[config.mk]
export PLATFORM = sky130hd
export DESIGN_NAME = tw_word_tx
export DESIGN_NICKNAME = d
export VERILOG_FILES = /design/src/rtl/tw_tx_pkg.sv /design/src/rtl/tw_tx_ctrl.sv /design/src/rtl/tw_tx_buffer.sv /design/src/rtl/tw_tx_serializer.sv /design/src/rtl/tw_word_tx.sv
export SDC_FILE = /design/constraint.sdc
export NUM_CORES = 1
export LEC_CHECK = 0
export BUFFER_PORTS_ARGS = -buffer_cell sky130_fd_sc_hd__clkbuf_2
export CAP_MARGIN = 20
export CORE_MARGIN = 8
export CORE_UTILIZATION = 52
export DETAILED_ROUTE_END_ITERATION = 8
export GPL_TIMING_DRIVEN = 0
export PLACE_DENSITY = 0.71
export SYNTH_ARGS = -nofsm -noshare
export SYNTH_HDL_FRONTEND = slang
export SYNTH_SLANG_ARGS = --single-unit
[constraint.sdc]
create_clock -name clk -period 5.49 [get_ports clk]
set_input_delay 1.098 -clock clk [delete_from_list [all_inputs] [get_ports clk]]
set_output_delay 1.098 -clock clk [all_outputs]
set_load 0.01 [all_outputs]
[src/rtl/tw_tx_pkg.sv]
package tw_tx_pkg;
  // control register field positions
  localparam int CR_ENABLE   = 0;
  localparam int CR_SELFTEST = 4;
  localparam int CR_BYTEMODE = 5;
  localparam int CR_PARITY   = 6;
  // status register field positions
  localparam int SR_READY = 0;
  localparam int SR_IDLE  = 2;
  localparam int SR_UNDER = 7;

  typedef struct packed {
    logic parity_en;
    logic byte_mode;
    logic self_test;
    logic enable;
  } tx_ctrl_t;

  localparam tx_ctrl_t CTRL_RESET = '{parity_en: 1'b1, byte_mode: 1'b1,
                                      self_test: 1'b0, enable: 1'b1};
endpackage

[src/rtl/tw_tx_ctrl.sv]
module tw_tx_ctrl
  import tw_tx_pkg::*;
#(
  parameter int DW = 8
) (
  input  logic          clk,
  input  logic          rst,
  input  logic          host_wr,
  input  logic          host_rd,
  input  logic          host_sel_reg,
  input  logic [DW-1:0] host_wdata,
  input  logic          load_rdy,
  input  logic          idle,
  input  logic          underwrite,
  output tx_ctrl_t      ctrl,
  output logic          err,
  output logic [DW-1:0] rdata
);
  logic          reg_wr, reg_rd;
  logic [DW-1:0] status;

  assign reg_wr = host_wr & host_sel_reg;
  assign reg_rd = host_rd & host_sel_reg;

  always_comb begin
    status           = '0;
    status[SR_READY] = load_rdy;
    status[SR_IDLE]  = idle;
    status[SR_UNDER] = err;
  end

  always_ff @(posedge clk) begin
    if (rst) begin
      ctrl  <= CTRL_RESET;
      err   <= 1'b0;
      rdata <= '0;
    end else begin
      if (reg_wr) begin
        ctrl.enable    <= host_wdata[CR_ENABLE];
        ctrl.self_test <= host_wdata[CR_SELFTEST];
        ctrl.byte_mode <= host_wdata[CR_BYTEMODE];
        ctrl.parity_en <= host_wdata[CR_PARITY];
      end
      // a new error wins over a clearing read in the same cycle
      if (underwrite)  err <= 1'b1;
      else if (reg_rd) err <= 1'b0;
      if (reg_rd) rdata <= status;
    end
  end
endmodule

[src/rtl/tw_tx_buffer.sv]
module tw_tx_buffer #(
  parameter int DW    = 8,
  parameter int BYTES = 4,
  localparam int CW   = $clog2(BYTES + 1),
  localparam int WB   = DW * BYTES
) (
  input  logic          clk,
  input  logic          rst,
  input  logic          load_req,
  input  logic [DW-1:0] wdata,
  input  logic          byte_mode,
  input  logic          active,
  input  logic          err,
  input  logic          word_clr,
  output logic [WB-1:0] word,
  output logic [CW-1:0] count,
  output logic          load_rdy
);
  logic [DW-1:0] lane_q [BYTES];
  logic          load_stb;

  assign load_rdy = !err && (count < CW'(BYTES)) && (byte_mode || !active);
  assign load_stb = load_req && load_rdy && !word_clr;

  for (genvar g = 0; g < BYTES; g++) begin : g_lane
    always_ff @(posedge clk) begin
      if (rst)                                lane_q[g] <= '0;
      else if (load_stb && count == CW'(g))   lane_q[g] <= wdata;
    end
    assign word[g*DW +: DW] = lane_q[g];
  end

  always_ff @(posedge clk) begin
    if (rst)           count <= '0;
    else if (word_clr) count <= '0;
    else if (load_stb) count <= count + 1'b1;
  end
endmodule

[src/rtl/tw_tx_serializer.sv]
module tw_tx_serializer #(
  parameter int WORD_BITS = 32,
  parameter int BYTES     = 4,
  parameter int BIT_CLKS  = 4,
  parameter int GAP_BITS  = 4,
  localparam int CW        = $clog2(BYTES + 1),
  localparam int IW        = $clog2(WORD_BITS),
  localparam int PW        = $clog2(BIT_CLKS),
  localparam int BYTE_BITS = WORD_BITS / BYTES,
  localparam int BSH       = $clog2(BYTE_BITS),
  localparam int GAP_CLKS  = GAP_BITS * BIT_CLKS,
  localparam int GW        = $clog2(GAP_CLKS + 1),
  localparam int HIGH_CLKS = BIT_CLKS / 2
) (
  input  logic                 clk,
  input  logic                 rst,
  input  logic [WORD_BITS-1:0] word,
  input  logic [CW-1:0]        count,
  input  logic                 enable,
  input  logic                 byte_mode,
  input  logic                 parity_en,
  input  logic                 self_test,
  input  logic                 cts_n,
  input  logic                 err,
  output logic                 active,
  output logic                 word_done,
  output logic                 underwrite,
  output logic                 rail_zero,
  output logic                 rail_one,
  output logic                 loop_zero,
  output logic                 loop_one,
  output logic                 busy_n
);
  logic [IW-1:0] bit_idx;
  logic [PW-1:0] phase;
  logic [GW-1:0] gap_cnt;
  logic          have_data, start, last_phase, byte_end, cur_bit, drive;

  assign have_data  = byte_mode ? (count != '0) : (count == CW'(BYTES));
  assign start      = !active && enable && !cts_n && !err &&
                      (gap_cnt == GW'(GAP_CLKS)) && have_data;
  assign last_phase = (phase == PW'(BIT_CLKS - 1));
  assign byte_end   = last_phase && (&bit_idx[BSH-1:0]);
  assign word_done  = active && last_phase && (bit_idx == IW'(WORD_BITS - 1));
  // the byte after the one just finished must already be held
  assign underwrite = active && byte_mode && byte_end && !word_done &&
                      (int'(count) < int'(bit_idx[IW-1:BSH]) + 2);
  assign cur_bit    = (parity_en && bit_idx == IW'(WORD_BITS - 1)) ?
                      ~^word[WORD_BITS-2:0] : word[bit_idx];
  assign drive      = active && (int'(phase) < HIGH_CLKS);

  always_ff @(posedge clk) begin
    if (rst) begin
      active  <= 1'b0;
      bit_idx <= '0;
      phase   <= '0;
      gap_cnt <= GW'(GAP_CLKS);
    end else if (start) begin
      active  <= 1'b1;
      bit_idx <= '0;
      phase   <= '0;
    end else if (active) begin
      if (word_done || underwrite) begin
        active  <= 1'b0;
        gap_cnt <= '0;
      end else if (last_phase) begin
        phase   <= '0;
        bit_idx <= bit_idx + 1'b1;
      end else begin
        phase <= phase + 1'b1;
      end
    end else if (gap_cnt != GW'(GAP_CLKS)) begin
      gap_cnt <= gap_cnt + 1'b1;
    end
  end

  always_ff @(posedge clk) begin
    if (rst) begin
      rail_zero <= 1'b0;
      rail_one  <= 1'b0;
      loop_zero <= 1'b0;
      loop_one  <= 1'b0;
      busy_n    <= 1'b1;
    end else begin
      rail_one  <= drive &&  cur_bit && !self_test;
      rail_zero <= drive && !cur_bit && !self_test;
      loop_one  <= drive &&  cur_bit &&  self_test;
      loop_zero <= drive && !cur_bit &&  self_test;
      busy_n    <= !active;
    end
  end
endmodule

[src/rtl/tw_word_tx.sv]
module tw_word_tx
  import tw_tx_pkg::*;
#(
  parameter int DATA_W     = 8,
  parameter int WORD_BYTES = 4,
  parameter int BIT_CLKS   = 4,
  parameter int GAP_BITS   = 4,
  localparam int WORD_BITS = DATA_W * WORD_BYTES,
  localparam int CW        = $clog2(WORD_BYTES + 1)
) (
  input  logic              clk,
  input  logic              rst,
  input  logic              host_wr,
  input  logic              host_rd,
  input  logic              host_sel_reg,
  input  logic [DATA_W-1:0] host_wdata,
  output logic [DATA_W-1:0] host_rdata,
  input  logic              cts_n,
  output logic              tx_rail_zero,
  output logic              tx_rail_one,
  output logic              loop_rail_zero,
  output logic              loop_rail_one,
  output logic              tx_busy_n,
  output logic              tx_load_rdy,
  output logic              tx_err
);
  tx_ctrl_t               ctrl;
  logic [WORD_BITS-1:0]   word;
  logic [CW-1:0]          count;
  logic                   ser_active, word_done, underwrite, mode_byte;

  assign mode_byte = ctrl.byte_mode;

  tw_tx_ctrl #(.DW(DATA_W)) u_ctrl (
    .clk(clk), .rst(rst), .host_wr(host_wr), .host_rd(host_rd),
    .host_sel_reg(host_sel_reg), .host_wdata(host_wdata),
    .load_rdy(tx_load_rdy), .idle(!ser_active), .underwrite(underwrite),
    .ctrl(ctrl), .err(tx_err), .rdata(host_rdata)
  );

  tw_tx_buffer #(.DW(DATA_W), .BYTES(WORD_BYTES)) u_buf (
    .clk(clk), .rst(rst), .load_req(host_wr && !host_sel_reg),
    .wdata(host_wdata), .byte_mode(mode_byte), .active(ser_active),
    .err(tx_err), .word_clr(word_done || underwrite),
    .word(word), .count(count), .load_rdy(tx_load_rdy)
  );

  tw_tx_serializer #(.WORD_BITS(WORD_BITS), .BYTES(WORD_BYTES),
                     .BIT_CLKS(BIT_CLKS), .GAP_BITS(GAP_BITS)) u_ser (
    .clk(clk), .rst(rst), .word(word), .count(count),
    .enable(ctrl.enable), .byte_mode(mode_byte), .parity_en(ctrl.parity_en),
    .self_test(ctrl.self_test), .cts_n(cts_n), .err(tx_err),
    .active(ser_active), .word_done(word_done), .underwrite(underwrite),
    .rail_zero(tx_rail_zero), .rail_one(tx_rail_one),
    .loop_zero(loop_rail_zero), .loop_one(loop_rail_one), .busy_n(tx_busy_n)
  );
endmodule

=== Word-level counts from Yosys, hierarchy flattened ===
Memory sizes are Yosys's and may differ from the RTL's.
Index checks and enable logic that the tools add are counted.

* Add/sub/neg operators: 5
* Magnitude comparators: 4
* Equal/unequal tests: 9
* Mux-type cells: 31
* Bitwise gates (word level): 8
* Reduce and logical (&&, ||, !) cells: 50

{| class="wikitable"
|+ Operators with widths
! kind !! count
|-
| $lt 4x32->1 || 1
|-
| $mux 8 || 4
|-
| $reduce_xnor 31->1 || 1
|-
| $logic_and 1x1->1 || 29
|-
| $mux 1 || 22
|-
| $mux 5 || 3
|-
| $add 5x1->5 const B || 2
|-
| $eq 5x5->1 const B || 2
|-
| $reduce_and 3->1 || 3
|-
| $logic_not 1->1 || 8
|-
| $eq 3x2->1 const B || 2
|-
| $lt 5x6->1 const B || 1
|-
| $bmux 1 s5 || 1
|-
| $ne 5x5->1 const B || 1
|-
| $or 1x1->1 || 4
|-
| $reduce_bool 2->1 || 2
|-
| $reduce_or 2->1 || 2
|-
| $add 2x2->3 const B || 1
|-
| $add 3x1->3 const B || 1
|-
| $eq 3x1->1 const B || 1
|-
| $eq 3x3->1 const B || 1
|-
| $logic_not 3->1 || 1
|-
| $lt 3x3->1 const B || 1
|-
| $reduce_bool 3->1 || 1
|-
| other kinds (9) || 12
|}

* Register bits after elaboration: 29
* Memory bits (writable): 32
* Output and inout port bits: 15
* Logic and storage cells: 124
* Memories: 1

{| class="wikitable"
|+ Memories
! memory !! words !! width !! rd ports !! clocked after memory_dff !! wr ports !! line !! RTL
|-
| u_buf.lane_q || 4 || 8 || 4 || 0 || 4 || tw_tx_buffer.sv:19 || <nowiki>logic [DW-1:0] lane_q [BYTES];</nowiki>
|}

=== Depth between registers and ports, before layout ===
Gate-level depths: netlist of run 1.

* Word-level depth: 14
* Mapped depth: 9

=== Hierarchy ===
From an unflattened synthesis of run 1, not the netlist that was laid out.

* Cells, all modules: 298
* Area, all modules: 3388.2 µm²

{| class="wikitable"
|+ By module, submodules not included
! module !! instances !! cells an instance !! area an instance (µm²)
|-
| tw_tx_buffer || 1 || 103 || 1551.5
|-
| tw_tx_serializer || 1 || 156 || 1453.9
|-
| tw_tx_ctrl || 1 || 36 || 366.6
|-
| tw_word_tx || 1 || 3 || 16.3
|}

=== Least setup slack after synthesis of run 1 ===
Ideal clock, no wire load.

* Path kind: in2reg
* Start point: input port host_sel_reg
* End point: memory u_buf.lane_q[0][0], data pin
* Arrival time: 2.291 ns
* Data required time: 5.358 ns
* Path slack: 3.068 ns
* Stages: 5
* Path buffers: 1
* Path through: clkbuf_1 > nand3b_1 > nand3b_1 > nor3b_2 > and2_1

{| class="wikitable"
|+ RTL lines
! what !! line !! RTL
|-
| from (decl) || tw_word_tx.sv:15 || <nowiki>input logic host_sel_reg,</nowiki>
|-
| to (decl) || tw_tx_buffer.sv:19 ||
|}

==> results of run 1 <==
final timing paths:
kind | start | end | slack (ps) | depth (start not counted)
setup reg to reg | u_ser.bit_idx[0]$_SDFFE_PP0P_ | u_buf.lane_q[1][4]$_SDFFCE_PN0P_ | 2720 | 8
hold / removal | u_ctrl.rdata[0]$_SDFFE_PP0P_ | u_ctrl.rdata[0]$_SDFFE_PP0P_ | 470 | 2
hold reg to reg | u_ctrl.rdata[0]$_SDFFE_PP0P_ | u_ctrl.rdata[0]$_SDFFE_PP0P_ | 470 | 2
setup / recovery | u_ser.bit_idx[0]$_SDFFE_PP0P_ | u_buf.lane_q[1][4]$_SDFFCE_PN0P_ | 2720 | 8
layer usage:
layer / wire, µm / vias to the layer above / track usage, % / part of all wire [%]
met4: 139 / 0 / 8.451 / 2.1
met2: 3397 / 44 / 27.85 / 50
li1: - / 1065 / - / -
met3: 242 / 13 / 3.307 / 3.6
met1: 2970 / 1047 / 18.07 / 44
met5: 0 / - / 0 / 0
layout make-up:
class | instances | area, µm² | area share [%]
Multi-Input combinational cell | 202 | 1623 | 43.58
Sequential cell | 61 | 1541 | 41.40
Clock buffer | 11 | 141.4 | 3.797
Timing Repair Buffer | 22 | 110.1 | 2.957
Buffer | 13 | 100.1 | 2.688
Tap cell | 77 | 96.34 | 2.587
Clock inverter | 5 | 73.82 | 1.983
Inverter | 10 | 37.54 | 1.008
metrics by stage:
stage | instance area (µm²) | worst slack (ps)
finish | 3724 | 2720
global route | 3724 | 2477
CTS | 3724 | 2755
detailed placement | 3508 | 2695
global placement | 3508 | 2739
floorplan | 3302 | 3068
flip-flops by register name, indices dropped and copies added, names as in the netlist, 2 cells and up:
register,cells
u_ser.phase,2
u_buf.count,3
u_buf.lane_q,32
u_ser.gap_cnt,5
u_ctrl.rdata,3
u_ser.bit_idx,5
u_ctrl.ctrl,4
cell usage after synthesis, types with 2 or more instances:
master | number | share of area (%)
buf_4 | 5 | 1.1
a211o_1 | 3 | 0.80
dfxtp_1 | 29 | 18
xnor2_1 | 21 | 5.6
and3_1 | 3 | 0.57
mux4_2 | 3 | 2.1
nor3b_2 | 4 | 1.5
nor2_1 | 24 | 2.7
o2111a_1 | 2 | 0.69
inv_1 | 9 | 1.0
o21ai_0 | 2 | 0.30
and2_1 | 32 | 6.1
mux2i_1 | 8 | 2.4
and3_2 | 2 | 0.46
mux4_1 | 5 | 4.0
nand3_1 | 9 | 1.4
nand2b_1 | 3 | 0.57
ha_1 | 13 | 4.9
nand2_1 | 13 | 1.5
clkbuf_1 | 4 | 0.46
a21o_1 | 4 | 0.91
or3_1 | 2 | 0.38
nand3b_1 | 3 | 0.69
edfxtp_1 | 32 | 29
xnor3_1 | 4 | 2.7
xor2_1 | 6 | 1.6
nor4b_1 | 2 | 0.53
buf_6 | 3 | 1.0
a21oi_1 | 13 | 2.0
cell families (layout without fill, tap and decap cells):
kind of cell               count (synthesis)  after routing  share of synthesized area, %
and+or+nand+nor                          104            104                         17.93
DFF                                       61             61                         46.90
AOI/OAI and AO/OA                         33             33                         7.499
xor gates and xnor gates                  31             31                         9.935
buffers and inverters                     23             61                         4.187
muxes                                     16             16                         8.489
adders and majority gates                 13             13                         4.949
other                                      1              5                        0.1141
critical path: stages (launching register included):
cell and delay [ps]:
dfxtp_1 320, ha_1 220, and3_2 210, ha_1 250, nor4b_1 400, o2111ai_1 400
nand2_1 220, nor2_1 120, a21o_1 340
where the power goes:
part           internal, µW  switching (µW)
combinational          79.2            78.8
clock                   265             166
sequential              501            16.2
==> flow_summary.json, run 1 <==
{
  "rows": 29,
  "grt_setup_unrepaired": "false",
  "hold_viol_final": 0,
  "die_area_mm2": 0.009121,
  "yosysSeqAreaShare_pct": 46.90,
  "fin_cells": 401,
  "power.density_mw_per_mm2": 296.9,
  "worstHoldPathType": "reg -> reg",
  "cts_made_buffers": 9,
  "clk_pin_slew_ps": 60,
  "synth_seq_cells": 61,
  "synth_edf_count": 32,
  "tightest_slew_ps": 636.7,
  "grt_pass1_vias": 2240,
  "final.setup_skew_ps": 6.444,
  "power.total_uw": 1106,
  "slew_viol_final": 0,
  "area_growth_pct": 13.29,
  "cts_tree": "done",
  "maxSlewHeadroom_pct": 56.97,
  "fmax_ghz": 0.3611,
  "overflow": 0,
  "post_cts_buffers": 0,
  "hpwl_um": 5017,
  "holdBufCountCts": 0,
  "timing.final.crit_share_pct": 50.45,
  "final_cell_mix": "and2_1 (32), edfxtp_1 (32), dfxtp_1 (29)",
  "required_ps": 5540,
  "period_needed_ps": 2770,
  "setup_tns_ps": 0,
  "synth_ff_type": "edfxtp_1",
  "whs_ps": 468.4,
  "remaining_drc_errors": 0,
  "cap_violations": 0,
  "synth_cell_types": 48,
  "n_antenna_cell": 0,
  "grt_pass1_wl_um": 10790,
  "n_fill_cell": 530,
  "via_per_inst": 5.409,
  "cts_resized": 0,
  "cts_root_buffer": "clkbuf_8",
  "layout-drive-gt1-share_pct": 18.21,
  "dr.pass1.iters": 4,
  "synthArstFlopShare_pct": 0,
  "syn_inst": 282,
  "clk_latency_ps": 340,
  "fp.coreArea_mm2": 0.006241,
  "die-width_um": 95.51,
  "crit_path_end_kind": "register",
  "die_y_um": 95.51,
  "outcome": "finished clean",
  "io_pins": 29,
  "p_leak_uw": 0.001545,
  "dpl.cell_count": 385,
  "vdd_ir_drop_max_uv": 241.1,
  "wl_um": 6749,
  "vias": 2169,
  "arrival_ps": 2820,
  "wl_per_cell_um": 16.83,
  "cts_num_sinks": 61,
  "htree_levels": 3,
  "grt_max_degree": 11,
  "nNetsFinal": 346,
  "crit_path_max_fanout": 8,
  "cts_buffer_depth": 2,
  "synth_area_mm2": 0.003287,
  "dr.first_iter.drc_count": 139,
  "start_util_pct": 52.67,
  "ys_warn_count": 0,
  "port_buffers": 22,
  "routabilityCongestion": 0.8106,
  "avgSynthCellArea_um2": 11.66,
  "fin_util_pct": 59.66,
  "critical_path_class": "reg -> reg",
  "startpoint_type": "register",
  "drtAntennaViolNets": 0,
  "grt_usage_pct": 16.00,
  "antenna_found_initial": 0,
  "setup-violations-final": 0
}
Note: power is estimated with default switching activity, not from simulation.
==> inputs of run 2 (changes only) <==
Settings changed: PLACE_DENSITY 0.71 to 0.74.
Clock period 5.49 ns to 2.5 ns, I/O delays scaled along.
==> run 2 against run 1 <==
  * Final cell count is 0.75% higher
  * Fmax rose by 17%
  * First-iteration DRC count decreased by 19%
  * Setup slack worse by 2600 ps
  * Critical path type unchanged
  * Largest cell class unchanged
  * Largest power group unchanged
  * Highest routed layer unchanged
==> flow_summary.json, run 2 (same netlist as run 1, synthesis figures left out) <==
{
  "setup_tns_ps": 0,
  "drtAntennaViolNets": 0,
  "hpwl_um": 5153,
  "layout_setup_ws_ps": 132.1,
  "area_growth_pct": 15.38,
  "grt_pass1_vias": 2274,
  "combPwrFrac_pct": 14.5,
  "port_buffers": 22,
  "reg_top3": "u_buf.lane_q: 32 flops, u_ser.bit_idx: 5 flops, u_ser.gap_cnt: 5 flops",
  "crit_path_end_kind": "register",
  "cap_violations": 0,
  "fin_util_pct": 60.77,
  "dpl.cell_count": 385,
  "vias": 2204,
  "regMostFlops": "u_buf.lane_q",
  "via_per_inst": 5.455,
  "fin_cells": 404,
  "period_needed_ps": 2368,
  "outcome": "finished clean",
  "timing.final.crit_share_pct": 94.71,
  "crit_path_max_fanout": 8,
  "p_switching_uw": 581.6,
  "remaining_drc_errors": 0,
  "multi_input_area_mm2": 0.001670,
  "die_area_mm2": 0.009121,
  "slew_viol_final": 0,
  "routabilityCongestion": 0.8189,
  "die_y_um": 95.51,
  "wl_per_cell_um": 17.13,
  "cts_num_sinks": 61,
  "seqPwrFrac_pct": 46.7,
  "overflow": 0,
  "maxSlewHeadroom_pct": 56.76,
  "rows": 29,
  "cts_root_buffer": "clkbuf_8",
  "cts_tree": "done",
  "layout-drive-gt1-share_pct": 21.41,
  "hold_viol_final": 0,
  "io_pins": 29,
  "required_ps": 2590,
  "fp.coreArea_mm2": 0.006241,
  "dr.first_iter.drc_count": 112,
  "grt_usage_pct": 16.81,
  "startpoint_type": "register",
  "n_antenna_cell": 0,
  "p_clk_share_pct": 38.8,
  "setup-violations-final": 0,
  "worstHoldPathType": "in -> reg",
  "critical_path_class": "reg -> reg",
  "arrival_ps": 2460,
  "dr.pass1.iters": 4,
  "p_leak_uw": 0.001551,
  "regArea_mm2": 0.001541,
  "final.setup_skew_ps": 5.060,
  "power.density_mw_per_mm2": 641.9,
  "dpl_worst_slack_ps": -258.9,
  "whs_ps": 445.7,
  "clk_pin_slew_ps": 70,
  "cts_buffer_depth": 2,
  "rr_startpoint": "u_ser.bit_idx[0]$_SDFFE_PP0P_",
  "clk_latency_ps": 340,
  "n_fill_cell": 505,
  "final_cell_mix": "and2_1 (32), edfxtp_1 (32), dfxtp_1 (29)",
  "start_util_pct": 52.67,
  "p_int_uw": 1853,
  "min_from": "host_rd",
  "grt_max_degree": 11,
  "tightest_slew_ps": 639.9,
  "grt_setup_unrepaired": "false",
  "critPathLaunch": "u_ser.bit_idx[0]$_SDFFE_PP0P_",
  "vdd_ir_drop_max_uv": 426.9,
  "htree_levels": 3,
  "switching_share_pct": 23.90,
  "cts_made_buffers": 9,
  "grt_pass1_wl_um": 11320,
  "nNetsFinal": 349,
  "wl_um": 6920,
  "fmax_ghz": 0.4223,
  "die-width_um": 95.51,
  "antenna_found_initial": 0,
  "largest_reg_flops": 32
}
-- run 2: cell count changes in the layout (fill, tap and decap cells not counted), sizes merged --
cell / before / now
clkbuf: 38 / 37
buf: 8 / 11
clkinv: 3 / 4
-- run 2: timing repair --
action,CTS,global route
hold endpoints to repair,0,0
setup endpoints to repair,67,68
hold buffers,0,0
resized for setup,3,8
buffers inserted,3,0
gates cloned,0,0
pin swaps,2,2
-- run 2: metal layers --
| metal | vias to the layer above | global-route usage, % | share of wire (%) |
|---|---|---|---|
| met2 | 51 | 27.96 | 52 |
| met5 | - | 0 | 0 |
| met3 | 13 | 4.961 | 4.2 |
| met4 | 0 | 7.682 | 2.1 |
| met1 | 1063 | 19.63 | 42 |
| li1 | 1077 | - | - |
-- run 2: cell type report --
| class | instances | area share, % |
|---|---|---|
| multi-input combinational | 202 | 44.04 |
| sequential | 61 | 40.65 |
| clock buffer | 10 | 3.629 |
| timing repair buffer | 25 | 3.497 |
| buffer | 13 | 2.639 |
| tap | 77 | 2.540 |
| clock inverter | 6 | 2.013 |
| inverter | 10 | 0.9898 |
-- run 2: worst max-delay path: stages, from the launching register on --
cell	delay (ps)
dfxtp_1	320
ha_1	230
and3_2	220
ha_2	220
nor4b_4	320
o2111ai_4	200
nand3b_1	150
buf_4	160
nor3b_2	80
and2_1	200
-- run 2: path summary, 6_finish.rpt --
kind | to | slack, ps | depth (start not counted)
worst max-delay path | u_buf.lane_q[3][0]$_SDFFCE_PN0P_ | 130 | 9
worst max register to register | u_buf.lane_q[3][0]$_SDFFCE_PN0P_ | 130 | 9
worst min-delay path | u_ctrl.rdata[0]$_SDFFE_PP0P_ | 450 | 3
worst min register to register | u_ctrl.rdata[0]$_SDFFE_PP0P_ | 470 | 2
-- run 2: stage by stage --
stage               area (µm²)  total power [µW]
CTS                       3759              2441
global route              3792              2525
finish                    3792              2434
floorplan                 3302              1416
detailed placement        3508              1507
global placement          3508              1493
-- run 2: power groups by stage --
stage,clock network (µW),registers (µW),logic [µW]
floorplan,0,1150,269
global placement,0,1150,339
detailed placement,0,1160,349
CTS,953,1140,352
global route,998,1140,386
finish,945,1140,353
